==> src/rtl/prio_irq_pkg.sv <==
package prio_irq_pkg;
  localparam int LVL_W = 3;
  typedef logic [LVL_W-1:0] lvl_t;
  localparam lvl_t LVL_OFF = '0;
  localparam lvl_t LVL_MAX = '1;
endpackage

==> src/rtl/prio_irq_bank.sv <==
module prio_irq_bank
  import prio_irq_pkg::*;
#(
  parameter int N_SRC = 8,
  localparam int IDX_W = (N_SRC > 1) ? $clog2(N_SRC) : 1
) (
  input  logic                  clk,
  input  logic                  rst_n,
  input  logic [N_SRC-1:0]      src_set,
  input  logic                  lvl_we,
  input  logic [IDX_W-1:0]      lvl_idx,
  input  lvl_t                  lvl_wdata,
  input  logic                  pnd_we,
  input  logic [IDX_W-1:0]      pnd_idx,
  input  logic                  pnd_wdata,
  input  logic                  ack_clr,
  input  logic [IDX_W-1:0]      ack_idx,
  input  logic                  en_we,
  input  logic                  en_wdata,
  output logic [N_SRC-1:0]      pend,
  output lvl_t [N_SRC-1:0]      lvl,
  output logic                  glb_en
);

  logic glb_en_nxt;

  always_comb begin
    glb_en_nxt = glb_en;
    if (en_we) glb_en_nxt = en_wdata;
  end

  always_ff @(posedge clk or negedge rst_n) begin
    if (!rst_n) glb_en <= 1'b0;
    else        glb_en <= glb_en_nxt;
  end

  for (genvar g = 0; g < N_SRC; g++) begin : g_src
    logic sw_clr;
    logic hw_clr;
    logic pend_nxt;
    lvl_t lvl_nxt;
    logic lvl_hit;

    always_comb begin
      sw_clr   = pnd_we && (pnd_idx == IDX_W'(g)) && !pnd_wdata;
      hw_clr   = ack_clr && (ack_idx == IDX_W'(g));
      // hardware set overrides any clear in the same cycle
      pend_nxt = src_set[g] | (pend[g] & ~sw_clr & ~hw_clr);
      lvl_hit  = lvl_we && (lvl_idx == IDX_W'(g));
      lvl_nxt  = lvl_hit ? lvl_wdata : lvl[g];
    end

    always_ff @(posedge clk or negedge rst_n) begin
      if (!rst_n) begin
        pend[g] <= 1'b0;
        lvl[g]  <= LVL_OFF;
      end else begin
        pend[g] <= pend_nxt;
        if (lvl_hit) lvl[g] <= lvl_nxt;
      end
    end

    p_hw_set_r3: assert property (@(posedge clk) disable iff (!rst_n)
      src_set[g] |=> pend[g]);
    p_no_sw_set_r4: assert property (@(posedge clk) disable iff (!rst_n)
      (!src_set[g] && !pend[g]) |=> !pend[g]);
  end

endmodule

==> src/rtl/prio_irq_arb.sv <==
module prio_irq_arb
  import prio_irq_pkg::*;
#(
  parameter int N_SRC = 8,
  localparam int IDX_W = (N_SRC > 1) ? $clog2(N_SRC) : 1
) (
  input  logic [N_SRC-1:0]  pend,
  input  lvl_t [N_SRC-1:0]  lvl,
  input  logic              glb_en,
  input  lvl_t              thr,
  input  logic              mask_vld,
  input  logic [IDX_W-1:0]  mask_idx,
  output logic              win_vld,
  output logic [IDX_W-1:0]  win_idx,
  output lvl_t              win_lvl
);

  logic [N_SRC-1:0] elig;

  always_comb begin
    for (int i = 0; i < N_SRC; i++) begin
      elig[i] = glb_en && pend[i] && (lvl[i] > thr) &&
                !(mask_vld && (mask_idx == IDX_W'(i)));
    end
  end

  // ascending scan with strict compare: lower index keeps ties
  always_comb begin
    win_vld = 1'b0;
    win_idx = '0;
    win_lvl = LVL_OFF;
    for (int i = 0; i < N_SRC; i++) begin
      if (elig[i] && (lvl[i] > win_lvl)) begin
        win_vld = 1'b1;
        win_idx = IDX_W'(i);
        win_lvl = lvl[i];
      end
    end
  end

endmodule

==> src/rtl/prio_irq_out.sv <==
module prio_irq_out
  import prio_irq_pkg::*;
#(
  parameter int N_SRC = 8,
  localparam int IDX_W = (N_SRC > 1) ? $clog2(N_SRC) : 1
) (
  input  logic              clk,
  input  logic              rst_n,
  input  logic              win_vld,
  input  logic [IDX_W-1:0]  win_idx,
  input  lvl_t              win_lvl,
  input  logic              ack,
  input  logic              glb_en,
  input  lvl_t              thr,
  output logic              irq_req,
  output logic [IDX_W-1:0]  irq_idx,
  output lvl_t              irq_lvl,
  output logic              acc_vld,
  output logic [IDX_W-1:0]  acc_idx,
  output lvl_t              acc_lvl
);

  logic take;
  logic             req_nxt;
  logic [IDX_W-1:0] idx_nxt;
  lvl_t             lvl_nxt;

  always_comb begin
    take    = ack && irq_req;
    req_nxt = win_vld;
    idx_nxt = win_vld ? win_idx : irq_idx;
    lvl_nxt = win_vld ? win_lvl : irq_lvl;
  end

  always_ff @(posedge clk or negedge rst_n) begin
    if (!rst_n) begin
      irq_req <= 1'b0;
      irq_idx <= '0;
      irq_lvl <= LVL_OFF;
      acc_vld <= 1'b0;
      acc_idx <= '0;
      acc_lvl <= LVL_OFF;
    end else begin
      irq_req <= req_nxt;
      irq_idx <= idx_nxt;
      irq_lvl <= lvl_nxt;
      acc_vld <= take;
      if (take) begin
        acc_idx <= irq_idx;
        acc_lvl <= irq_lvl;
      end
    end
  end

  p_en_gates_r2: assert property (@(posedge clk) disable iff (!rst_n)
    !glb_en |=> !irq_req);
  p_above_thr_r6: assert property (@(posedge clk) disable iff (!rst_n)
    irq_req |-> (irq_lvl > $past(thr)));
  p_acc_report_r8: assert property (@(posedge clk) disable iff (!rst_n)
    (ack && irq_req) |=> (acc_vld && acc_idx == $past(irq_idx) &&
                          acc_lvl == $past(irq_lvl)));
  p_ack_idle_r8: assert property (@(posedge clk) disable iff (!rst_n)
    !(ack && irq_req) |=> !acc_vld);

endmodule

==> src/rtl/prio_irq_ctrl.sv <==
module prio_irq_ctrl
  import prio_irq_pkg::*;
#(
  parameter int N_SRC = 8,
  localparam int IDX_W = (N_SRC > 1) ? $clog2(N_SRC) : 1
) (
  input  logic              clk,
  input  logic              rst_n,
  input  logic [N_SRC-1:0]  src_req,
  input  logic              lvl_we,
  input  logic [IDX_W-1:0]  lvl_idx,
  input  logic [2:0]        lvl_wdata,
  input  logic              pnd_we,
  input  logic [IDX_W-1:0]  pnd_idx,
  input  logic              pnd_wdata,
  input  logic              en_we,
  input  logic              en_wdata,
  input  logic [2:0]        cpu_thr,
  input  logic              ack,
  output logic              irq_req,
  output logic [IDX_W-1:0]  irq_idx,
  output logic [2:0]        irq_lvl,
  output logic              acc_vld,
  output logic [IDX_W-1:0]  acc_idx,
  output logic [2:0]        acc_lvl
);

  logic [1:0]       rst_sync;
  logic             rst_core_n;
  logic [N_SRC-1:0] pend;
  lvl_t [N_SRC-1:0] lvl;
  logic             glb_en;
  logic             ack_clr;
  logic             win_vld;
  logic [IDX_W-1:0] win_idx;
  lvl_t             win_lvl;

  always_ff @(posedge clk or negedge rst_n) begin
    if (!rst_n) rst_sync <= 2'b00;
    else        rst_sync <= {rst_sync[0], 1'b1};
  end
  assign rst_core_n = rst_sync[1];

  assign ack_clr = ack && irq_req;

  prio_irq_bank #(.N_SRC(N_SRC)) u_bank (
    .clk       (clk),
    .rst_n     (rst_core_n),
    .src_set   (src_req),
    .lvl_we    (lvl_we),
    .lvl_idx   (lvl_idx),
    .lvl_wdata (lvl_wdata),
    .pnd_we    (pnd_we),
    .pnd_idx   (pnd_idx),
    .pnd_wdata (pnd_wdata),
    .ack_clr   (ack_clr),
    .ack_idx   (irq_idx),
    .en_we     (en_we),
    .en_wdata  (en_wdata),
    .pend      (pend),
    .lvl       (lvl),
    .glb_en    (glb_en)
  );

  prio_irq_arb #(.N_SRC(N_SRC)) u_arb (
    .pend     (pend),
    .lvl      (lvl),
    .glb_en   (glb_en),
    .thr      (cpu_thr),
    .mask_vld (ack_clr),
    .mask_idx (irq_idx),
    .win_vld  (win_vld),
    .win_idx  (win_idx),
    .win_lvl  (win_lvl)
  );

  prio_irq_out #(.N_SRC(N_SRC)) u_out (
    .clk     (clk),
    .rst_n   (rst_core_n),
    .win_vld (win_vld),
    .win_idx (win_idx),
    .win_lvl (win_lvl),
    .ack     (ack),
    .glb_en  (glb_en),
    .thr     (cpu_thr),
    .irq_req (irq_req),
    .irq_idx (irq_idx),
    .irq_lvl (irq_lvl),
    .acc_vld (acc_vld),
    .acc_idx (acc_idx),
    .acc_lvl (acc_lvl)
  );

  // the presented source is not presented again right after its acknowledge
  p_no_repeat_r8: assert property (@(posedge clk) disable iff (!rst_core_n)
    (ack && irq_req && !src_req[irq_idx]) |=> !(irq_req && irq_idx == $past(irq_idx)));

endmodule

==> config.mk <==
export PLATFORM = sky130hd
export DESIGN_NAME = prio_irq_ctrl
export DESIGN_NICKNAME = d
export VERILOG_FILES = /design/src/rtl/prio_irq_pkg.sv /design/src/rtl/prio_irq_bank.sv /design/src/rtl/prio_irq_arb.sv /design/src/rtl/prio_irq_out.sv /design/src/rtl/prio_irq_ctrl.sv
export SDC_FILE = /design/constraint.sdc
export NUM_CORES = 1
export LEC_CHECK = 0
export BUFFER_PORTS_ARGS = -buffer_cell sky130_fd_sc_hd__buf_2
export CORE_MARGIN = 2
export CORE_UTILIZATION = 59
export DETAILED_ROUTE_END_ITERATION = 10
export PLACE_DENSITY = 0.87
export SETUP_SLACK_MARGIN = 0.4
export SLEW_MARGIN = 20
export SYNTH_ARGS = -nofsm -noshare
export SYNTH_HDL_FRONTEND = slang
export SYNTH_HIERARCHICAL = 1
export SYNTH_SLANG_ARGS = --single-unit
==> constraint.sdc <==
create_clock -name clk -period 1.72 [get_ports clk]
set_input_delay 0.344 -clock clk [delete_from_list [all_inputs] [get_ports clk]]
set_output_delay 0.344 -clock clk [all_outputs]
set_load 0.05 [all_outputs]
==> flow_summary_export.csv, run 1 <==
group,metric,value,unit
clocking,clock-sinks,49,
logic_synthesis,synth_adder_area_share,14.1,%
die,die_w,82.3,um
logic_synthesis,synth_compound_area_share,16.4,%
logic_synthesis,netlist_instances,349,
run_status,error_line,"[ERROR GRT-0232] Routing congestion too high. Check the congestion heatmap in the GUI.",
die,pin_count,42,
placement,dpl_cell_area,0.00473,sq mm
placement,hpwlAfterDp,8.68,mm
logic_synthesis,ys_types,68,
logic_synthesis,synth_top_family_by_area,"simple AND/OR/NAND/NOR gates",
placement,pre_cts_slack,-8.19,ns
logic_synthesis,synthTopCellsByArea,"dfrtp_1 34%, ha_1 14%, mux2_2 12%",
logic_synthesis,yosysWarnings,6,
die,die_h,82.3,um
logic_synthesis,synth_simple_gate_area_share,21.1,%
logic_synthesis,avgSynthCellArea,10.4,sq um
logic_synthesis,async_flop_share,100,%
logic_synthesis,ys_seq_area_share,33.9,%
logic_synthesis,yosys.area.top_type,"dfrtp_1",
global_routing,grt.total_usage,90.1,%
clocking,cts_inserted_buffers,5,
timing,worstEndpointGrtRepair,"u_out/irq_idx[0]$_DFFE_PN0P_/D",
global_routing,grt_max_degree,28,
clocking,cts_root_buf,"clkbuf_8",
clocking,ctsLongestPathBuffers,2,
die,start_util,61.1,%
placement,globalplace.congestion,0.883,
logic_synthesis,synthFlopType,"dfrtp_1",
logic_synthesis,synth_most_common_cell,"dfrtp_1",
die,rows,28,
timing,worstEpCategory,"register input",
logic_synthesis,synth_top_area_share,33.9,%
global_routing,grt-ovfl-total,384,
clocking,htreeDepth,2,
run_status,outcome,"stopped before the end",
logic_synthesis,netlist_area,0.00362,sq mm
logic_synthesis,synth.top_cells.by_count,"49 x dfrtp_1, 40 x ha_1, 39 x mux2_2",
placement,io_buffers,41,
logic_synthesis,yosys.area_share.xor_xnor,0,%
logic_synthesis,syn_nets,417,
logic_synthesis,ys_ff_latch,49,
run_status,failed_stage,"5_1_grt",
logic_synthesis,synth_edf_count,0,
logic_synthesis,synth_mux_area_share,12.1,%
[what timing repair did]
action,4_1_cts
hold endpoints to repair,2
setup endpoints to repair,17
gates resized for setup,82
pin swaps,43
hold buffers,1
setup buffers,15
[cells by family after synthesis]
logic type,Yosys count
AOI/OAI and AO/OA,76
adders and majority gates,41
buffers and inverters,20
DFF,49
muxes,39
other,1
and+or+nand+nor,123
[stage by stage]
step	setup TNS (ns)	utilization (%)	std cells
floorplan	-54.92	-	349
global placement	-53.76	79.9	553
detailed placement	-57.03	79.9	553
CTS	-53.19	90.3	577
[layer usage]
metal  GRT overflow  GRT usage, %
met1              0          80.5
met2            232           114
met3              2          65.4
met4            150           113
met5              0          32.5
==> run 2: changes to the inputs <==
--- a/config.mk
+++ b/config.mk
@@ -7,10 +7,9 @@
 export LEC_CHECK = 0
 export BUFFER_PORTS_ARGS = -buffer_cell sky130_fd_sc_hd__buf_2
 export CORE_MARGIN = 2
-export CORE_UTILIZATION = 59
+export CORE_UTILIZATION = 40
 export DETAILED_ROUTE_END_ITERATION = 10
-export PLACE_DENSITY = 0.87
-export SETUP_SLACK_MARGIN = 0.4
+export PLACE_DENSITY_LB_ADDON = 0.15
 export SLEW_MARGIN = 20
 export SYNTH_ARGS = -nofsm -noshare
 export SYNTH_HDL_FRONTEND = slang
==> flow_summary_export.csv, run 2 <==
group,metric,value,unit
run_status,outcome,"finished, violations left",
run_status,violations,"setup timing",
power_and_ir_drop,power.density,1620,mW/mm^2
power_and_ir_drop,intPower,4.88,mW
die,die-area,0.00982,sq mm
critical_path,slowest_delay,0.51,ns
die,core_area,0.00876,sq mm
routing,drt_pass1_iterations,5,
timing,hold_viol_final,0,
die,rows,34,
routing,ant_nets,0,
power_and_ir_drop,p_switching,3.80,mW
clocking,clk_latency,0.32,ns
logic_synthesis,netlist_area,0.00362,sq mm
critical_path,worstSetupStartpointType,"flop",
placement,dp.cells,596,
cells_and_area,antenna_cells,0,
die,die_w,99.1,um
critical_path,cp.depth,50,
timing,setup_viol,7,
timing,fin_ws,-7.66,ns
logic_synthesis,ys_seq_area_share,33.9,%
critical_path,cp_slowest_cell,"or4b_4",
routing,drt_iter0_markers,147,
clocking,clkTransAtPathRegs,0.11,ns
timing,fin_crit_sh,546,%
clocking,cts_tree,"yes",
routing,vias_per_cell,5.62,
worst_hold_path,hold_end,"u_bank/pend[2]",
timing,rsz0062_at_grt,"yes",
global_routing,grt_pass1_vias,3576,
timing,fin_setup_tns,-53.33,ns
logic_synthesis,async_flop_share,100,%
logic_synthesis,synth_most_common_cell,"dfrtp_1",
logic_synthesis,ys_types,68,
cells_and_area,final_common_cell,"buf_4",
logic_synthesis,yosysWarnings,6,
critical_path,critPathCaptureType,"flop",
critical_path,crit_type,"flop to flop",
logic_synthesis,synth.top_cells.by_count,"49 x dfrtp_1, 40 x ha_1, 39 x mux2_2",
cells_and_area,top_regs,"u_bank/lvl: 24 flops, u_bank/pend: 8 flops",
critical_path,timing.rr.end,"u_out/irq_lvl[0]",
die,pin_count,42,
global_routing,grt_antenna_before_repair,0,
power_and_ir_drop,p_leak,2.45,nW
clocking,cts_inserted_buffers,5,
critical_path,critPathTopFamily,"compound AO/OA/AOI/OAI gates",
critical_path,crit_top_cell,"ha_4",
logic_synthesis,synth_edf_count,0,
timing,slew_violations,0,
routing,wl_per_cell,18.3,um
die,die_h,99.1,um
power_and_ir_drop,p_sw_share,43.8,%
clocking,clock-sinks,49,
global_routing,grt_max_degree,48,
global_routing,grt.total_usage,23.1,%
timing,fmax,107,MHz
placement,hpwlAfterDp,7.98,mm
logic_synthesis,synthTopCellsByArea,"dfrtp_1 34%, ha_1 14%, mux2_2 12%",
routing,route.vias.total,3478,
logic_synthesis,synth_top_area_share,33.9,%
critical_path,rr_worst_depth,50,
logic_synthesis,ys_ff_latch,49,
timing,skew,0.0108,ns
logic_synthesis,syn_nets,417,
run,maxCapViolCount,0,
routing,routed_wl,11.4,mm
critical_path,path_buf_inv,5,
logic_synthesis,synthFlopType,"dfrtp_1",
cells_and_area,largest_register_ffs,24,
cells_and_area,finalNonFillerCells,619,
worst_hold_path,hold_start,"src_req[2]",
critical_path,crit_fanout,7,
critical_path,critPathRequiredTime,1.93,ns
power_and_ir_drop,total_power,8.68,mW
logic_synthesis,avgSynthCellArea,10.4,sq um
global_routing,grt_pass1_wl,18.1,mm
critical_path,crit_arrival,9.59,ns
placement,globalplace.congestion,0.943,
cells_and_area,syn_to_final_growth,48.6,%
clocking,ctsLongestPathBuffers,2,
global_routing,grt-ovfl-total,0,
power_and_ir_drop,p_comb_share,71.5,%
clocking,htreeDepth,2,
worst_hold_path,hold_class,"primary input to flop",
timing,period_needed,9.38,ns
cells_and_area,drive_above_1_share,58.3,%
placement,io_buffers,41,
power_and_ir_drop,clockPowerShare,9.0,%
logic_synthesis,yosys.area.top_type,"dfrtp_1",
die,start_util,41.3,%
clocking,cts_root_buf,"clkbuf_8",
routing,drc_errors,0,
logic_synthesis,netlist_instances,349,
worst_hold_path,hold_path_depth,2,
cells_and_area,top_register,"u_bank/lvl",
power_and_ir_drop,seqPwrFrac,19.4,%
cells_and_area,final_cell_mix,"111 x buf_4, 44 x dfrtp_1, 41 x buf_2",
critical_path,reg2reg_slack,-7.66,ns
placement,pre_cts_slack,-8.25,ns
cells_and_area,fin_nets,578,
power_and_ir_drop,ir_drop,1.17,mV
critical_path,r2r-start,"u_bank/lvl[2]",
run 2: cell counts after synthesis:
No cell type changed its count.
run 2: cells by family (layout without fill, tap and decap cells):
logic type      Yosys count  after routing  synth area share, %
flops                    49             49                 33.9
compound gates           76             76                 16.4
fa+ha+maj                41             41                 14.1
mux                      39             39                 12.1
buf+inv                  20            182                 2.32
simple gates            123            123                 21.1
other cells               1              1                0.104
run 2: stage by stage:
step / hold WS [ns] / instance area [sq um] / util (%)
2_1_floorplan: 0.0484 / 3770 / -
3_3_place_gp: 0.130 / 4850 / 55.4
3_5_place_dp: 0.133 / 4850 / 55.4
4_1_cts: 0.210 / 5230 / 59.7
5_1_grt: 0.204 / 5380 / 61.4
6_report: 0.219 / 5380 / 61.4
run 2: how the worst max path moves through the flow:
| stage | from | to | slack [ns] |
|---|---|---|---|
| after floorplan | u_out/irq_req | u_out/irq_idx[0] | -7.91 |
| after global placement | cpu_thr[2] | u_out/irq_idx[0] | -7.84 |
| after detailed placement | cpu_thr[2] | u_out/irq_lvl[1] | -8.25 |
| after CTS | u_bank/lvl[0] | u_out/irq_idx[0] | -7.54 |
| after global routing | u_bank/lvl[2] | u_out/irq_lvl[0] | -8.00 |
| final | u_bank/lvl[2] | u_out/irq_lvl[0] | -7.66 |
run 2: timing repair:
item / in CTS / in global routing
resized for setup: 36 / 19
setup buffers: 9 / 6
hold buffers: 1 / 0
setup endpoints to repair: 7 / 7
pin swaps: 38 / 26
endpoints found under the hold margin: 2 / 0
run 2: power groups by stage:
stage	Sequential [mW]	Clock (mW)	Combinational (mW)
floorplan	2.31	0	2.61
global placement	1.69	0	4.95
detailed placement	1.70	0	5.06
CTS	1.69	0.812	5.75
global route	1.73	0.856	6.66
finish	1.69	0.785	6.21
run 2: area by class of cell:
type / count / area (sq um)
Clock buffer: 5 / 68.8
Clock inverter: 3 / 28.8
Fill cell: 736 / 3390
Inverter: 18 / 67.6
Multi-Input combinational cell: 280 / 2750
Sequential cell: 49 / 1230
Tap cell: 108 / 135
Timing Repair Buffer: 156 / 1090
run 2: per-layer routing:
metal	part of all wire, %	global-route usage (%)	vias to the layer above
li1	-	-	1658
met1	44	31.9	1690
met2	49	38.3	106
met3	4.6	2.67	24
met4	2.4	6.95	0
met5	0	0	-
Note: power is estimated with default switching activity, not from simulation.
==> run 3: changes to the inputs <==
--- a/config.mk
+++ b/config.mk
@@ -5,10 +5,10 @@
 export SDC_FILE = /design/constraint.sdc
 export NUM_CORES = 1
 export LEC_CHECK = 0
-export BUFFER_PORTS_ARGS = -buffer_cell sky130_fd_sc_hd__buf_2
 export CORE_MARGIN = 2
-export CORE_UTILIZATION = 40
+export CORE_UTILIZATION = 60
 export DETAILED_ROUTE_END_ITERATION = 10
+export DONT_BUFFER_PORTS = 1
 export PLACE_DENSITY_LB_ADDON = 0.15
 export SLEW_MARGIN = 20
 export SYNTH_ARGS = -nofsm -noshare
==> flow_summary_export.csv, run 3 (same netlist as run 2, synthesis figures left out) <==
group,metric,value,unit
routing,routed_wl,14.2,mm
cells_and_area,finalInstanceArea,0.00509,sq mm
timing,setup_viol,7,
cells_and_area,final_common_cell,"buf_4",
critical_path,worstSetupStartpointType,"flop",
clocking,cts_root_buf,"clkbuf_8",
cells_and_area,top_register,"u_bank/lvl",
die,die_h,81.7,um
critical_path,slowest_delay,0.44,ns
global_routing,grt-ovfl-total,0,
critical_path,rr_worst_depth,52,
worst_hold_path,hold_end,"u_bank/pend[5]",
critical_path,critPathCaptureType,"flop",
critical_path,crit_type,"flop to flop",
worst_hold_path,hold_start,"src_req[5]",
timing,rsz0062_at_grt,"yes",
critical_path,timing.rr.end,"u_out/irq_lvl[1]",
placement,pre_cts_slack,-8.03,ns
routing,vias_per_cell,7.07,
routing,route.vias.total,3861,
timing,slew_violations,0,
cells_and_area,largest_register_ffs,24,
global_routing,grt_max_degree,24,
global_routing,grt_antenna_before_repair,0,
die,core_area,0.00589,sq mm
routing,drc_errors,0,
run_status,outcome,"finished, violations left",
run_status,violations,"setup timing",
critical_path,critPathRequiredTime,1.94,ns
placement,dpl_cell_area,0.00454,sq mm
routing,drt_iter0_markers,340,
die,die-area,0.00667,sq mm
die,start_util,61.5,%
critical_path,crit_top_cell,"ha_4",
clocking,htreeDepth,2,
critical_path,cp_slowest_cell,"dfrtp_1",
placement,io_buffers,0,
global_routing,grt_pass1_wl,18.4,mm
critical_path,reg2reg_slack,-8.05,ns
routing,drt_pass1_iterations,5,
cells_and_area,top_regs,"u_bank/lvl: 24 flops, u_bank/pend: 8 flops",
clocking,clkTransAtPathRegs,0.10,ns
critical_path,crit_fanout,7,
clocking,clk_latency,0.32,ns
cells_and_area,fin_util,86.5,%
critical_path,crit_arrival,9.99,ns
timing,period_needed,9.77,ns
cells_and_area,fin_nets,538,
run,maxCapViolCount,0,
timing,skew,0.00666,ns
routing,ant_nets,0,
timing,fin_setup_tns,-56.30,ns
timing,fmax,102,MHz
timing,fin_ws,-8.05,ns
timing,hold_viol_final,0,
cells_and_area,syn_to_final_growth,40.6,%
cells_and_area,antenna_cells,0,
power_and_ir_drop,ir_drop,1.56,mV
worst_hold_path,hold_path_depth,1,
global_routing,grt_pass1_vias,3697,
die,die_w,81.7,um
global_routing,grt.total_usage,37.4,%
timing,tightest_slew,0.596,ns
clocking,ctsLongestPathBuffers,2,
cells_and_area,drive_above_1_share,53.9,%
worst_hold_path,hold_class,"primary input to flop",
die,rows,28,
power_and_ir_drop,p_leak,2.28,nW
clocking,cts_inserted_buffers,5,
clocking,cts_tree,"yes",
timing,fin_crit_sh,568,%
routing,wl_per_cell,26.0,um
placement,globalplace.congestion,0.881,
clocking,clock-sinks,49,
placement,hpwlAfterDp,7.80,mm
power_and_ir_drop,total_power,8.90,mW
timing,slew_headroom,60.0,%
die,pin_count,42,
power_and_ir_drop,power.density,1750,mW/mm^2
critical_path,r2r-start,"u_bank/lvl[2]",
cells_and_area,final_cell_mix,"113 x buf_4, 44 x dfrtp_1, 32 x mux2_2",
## run 3: cell count changes in the layout (fill, tap and decap cells not counted), moves of 2 or more
cell       delta
ha_4          -2
nor2_1        -2
buf_2        -41
nand2_2       +3
o2111ai_2     +2
buf_4         +2
ha_1          +3
nor2_2        +2
a21oi_2       -2
nand2_1       -4
## run 3: layout make-up
cell class,instances,area (sq um)
clock buffer,5,68.8
clock inverter,3,28.8
fill,261,797
inverter,18,67.6
multi-input combinational,280,2720
sequential,49,1230
tap,75,93.8
timing repair buffer,116,881
## run 3: worst max-delay path: cells and delay by family (launching register included)
family | cells | cell delay, ns
adder cells (fa/ha/maj) | 8 | 2.13
buffers and inverters | 4 | 0.44
AO/OA/AOI/OAI | 19 | 3.02
multiplexers | 2 | 0.59
AND/OR/NAND/NOR | 19 | 3.03
flip-flops | 1 | 0.44
## run 3: power by group
group          switching, mW  internal, mW
Sequential             0.654          1.46
Clock                  0.455         0.305
Combinational           2.97          3.05
Total                   4.08          4.82
## run 3: stage by stage
step | instances | hold slack (ns)
5_1_grt | 546 | 0.121
3_5_place_dp | 515 | 0.0485
4_1_cts | 536 | 0.120
3_3_place_gp | 515 | 0.0485
2_1_floorplan | 349 | 0.0484
6_report | 546 | 0.123
## run 3: repair_timing
action | CTS | global route
hold buffers | 1 | 0
pin swaps | 39 | 37
setup buffers | 12 | 10
endpoints found under the setup margin | 7 | 7
resized for setup | 29 | 24
endpoints found under the hold margin | 2 | 0
## run 3: how the worst max path moves through the flow
stage                        from          endpoint  slack (ns)
global route        u_bank/lvl[2]  u_out/irq_lvl[1]       -8.32
detailed placement     cpu_thr[2]  u_out/irq_idx[2]       -8.03
finish              u_bank/lvl[2]  u_out/irq_lvl[1]       -8.05
global placement       cpu_thr[2]  u_out/irq_idx[1]       -7.71
CTS                 u_bank/lvl[0]  u_out/irq_idx[1]       -7.68
floorplan           u_out/irq_req  u_out/irq_idx[0]       -7.91
## run 3: per-layer routing
| layer | vias up | track usage, % | wire length (um) |
|---|---|---|---|
| met2 | 333 | 62.7 | 6420 |
| met1 | 1804 | 43.3 | 4890 |
| met3 | 149 | 8.68 | 1400 |
| met4 | 0 | 23.3 | 1480 |
| li1 | 1575 | - | - |
| met5 | - | 0 | 0 |
==> run 4: changes to the inputs <==
--- a/config.mk
+++ b/config.mk
@@ -5,6 +5,7 @@
 export SDC_FILE = /design/constraint.sdc
 export NUM_CORES = 1
 export LEC_CHECK = 0
+export CORE_ASPECT_RATIO = 1.5
 export CORE_MARGIN = 2
 export CORE_UTILIZATION = 60
 export DETAILED_ROUTE_END_ITERATION = 10
==> flow_summary_export.csv, run 4 (same netlist as run 2, synthesis figures left out) <==
group,metric,value,unit
timing,skew,0.00681,ns
die,core_area,0.00583,sq mm
die,die-area,0.00668,sq mm
clocking,cts_root_buf,"clkbuf_8",
clocking,htreeDepth,2,
timing,fin_setup_tns,-53.95,ns
global_routing,grt_antenna_before_repair,0,
critical_path,crit_top_cell,"buf_4",
critical_path,cp_slowest_cell,"or4b_4",
cells_and_area,drive_above_1_share,53.6,%
cells_and_area,final_common_cell,"buf_4",
critical_path,crit_type,"flop to flop",
cells_and_area,syn_to_final_growth,40.4,%
die,pin_count,42,
run_status,violations,"setup timing",
routing,drt_pass1_iterations,5,
power_and_ir_drop,ir_drop,1.94,mV
routing,routed_wl,12.2,mm
global_routing,grt_max_degree,48,
timing,slew_headroom,56.1,%
cells_and_area,multi_input_area,0.00272,sq mm
power_and_ir_drop,power.density,1690,mW/mm^2
global_routing,grt-ovfl-total,0,
cells_and_area,fillers,265,
routing,wl_per_cell,22.5,um
placement,hpwlAfterDp,7.65,mm
routing,drc_errors,0,
cells_and_area,largest_register_ffs,24,
cells_and_area,regArea,0.00123,sq mm
cells_and_area,antenna_cells,0,
critical_path,critPathRequiredTime,1.92,ns
clocking,clk_latency,0.31,ns
clocking,cts_inserted_buffers,5,
routing,drt_iter0_markers,169,
cells_and_area,top_register,"u_bank/lvl",
timing,rsz0062_at_grt,"yes",
routing,ant_nets,0,
placement,dp.cells,510,
global_routing,grt.total_usage,34.7,%
run,maxCapViolCount,0,
clocking,clkTransAtPathRegs,0.09,ns
critical_path,worstSetupStartpointType,"flop",
clocking,cts_tree,"yes",
placement,globalplace.congestion,0.997,
global_routing,grt_pass1_wl,17.4,mm
cells_and_area,top_regs,"u_bank/lvl: 24 flops, u_bank/pend: 8 flops",
timing,fin_crit_sh,550,%
clocking,clock-sinks,49,
die,die_h,99.1,um
die,die_w,67.4,um
placement,io_buffers,0,
cells_and_area,final_cell_mix,"111 x buf_4, 44 x dfrtp_1, 32 x mux2_2",
routing,vias_per_cell,6.67,
timing,fin_hold_ws,0.139,ns
timing,fin_ws,-7.74,ns
power_and_ir_drop,p_leak,2.25,nW
cells_and_area,finalNonFillerCells,542,
timing,slew_violations,0,
power_and_ir_drop,total_power,8.59,mW
global_routing,grt_pass1_vias,3703,
timing,hold_viol_final,0,
worst_hold_path,hold_class,"primary input to flop",
critical_path,critPathCaptureType,"flop",
routing,route.vias.total,3614,
critical_path,slowest_delay,0.51,ns
timing,fmax,106,MHz
run_status,outcome,"finished, violations left",
timing,setup_viol,7,
timing,period_needed,9.46,ns
critical_path,crit_fanout,6,
cells_and_area,fin_nets,537,
timing,tightest_slew,0.654,ns
die,start_util,62.1,%
die,rows,34,
clocking,ctsLongestPathBuffers,2,
critical_path,crit_arrival,9.65,ns
cells_and_area,fin_util,87.2,%
-- run 4: path summary, 6_finish.rpt --
check	startpoint	endpoint	slack, ns	cells after the start
setup / recovery	u_bank/lvl[0]	u_out/irq_lvl[0]	-7.74	53
hold / removal	src_req[0]	u_bank/pend[0]	0.14	1
setup reg to reg	u_bank/lvl[0]	u_out/irq_lvl[0]	-7.74	53
hold reg to reg	rst_sync[1]	u_bank/lvl[4]	0.25	1
min in group asynchronous	rst_sync[1]	u_bank/lvl[4]	0.25	1
max in group asynchronous	rst_sync[1]	u_out/irq_req	1.24	1
-- run 4: layout make-up --
class                   instances  area share (%)
clock buffers                   6            1.43
clock inverters                 2           0.296
inverters                      18            1.33
multi-input cells             280            53.5
flip-flops and latches         49            24.3
well taps                      72            1.77
repair buffers                115            17.4
-- run 4: repair_timing --
item / CTS / global route
hold buffers: 1 / 0
resized for setup: 30 / 22
hold endpoints to repair: 2 / 0
endpoints found under the setup margin: 7 / 7
buffers inserted: 17 / 6
pin swaps: 32 / 36
gates cloned: 0 / 0
-- run 4: stage by stage --
stage | area, sq um | setup WS (ns)
floorplan | 3770 | -7.91
global placement | 4540 | -7.55
finish | 5080 | -7.74
CTS | 4910 | -7.69
detailed placement | 4540 | -7.97
global route | 5080 | -8.19
-- run 4: worst max-delay path: cells and delay by family (launching register included) --
kind	cells	cell delay (ns)
buffers and inverters	13	1.57
DFF	1	0.43
AOI/OAI and AO/OA	17	2.71
adders and majority gates	7	1.60
muxes	2	0.59
and+or+nand+nor	14	2.45
-- run 4: power by group --
group	switching, mW	internal (mW)	total (mW)
Clock	0.410	0.287	0.698
Combinational	2.80	2.99	5.78
Sequential	0.639	1.47	2.10
Total	3.85	4.74	8.59
-- run 4: routing by layer --
metal,vias up,part of all wire [%],global-route usage [%]
met2,194,50,58.0
met3,73,6.5,6.00
met4,0,6.6,20.4
met1,1781,37,40.8
met5,-,0,0
li1,1566,-,-
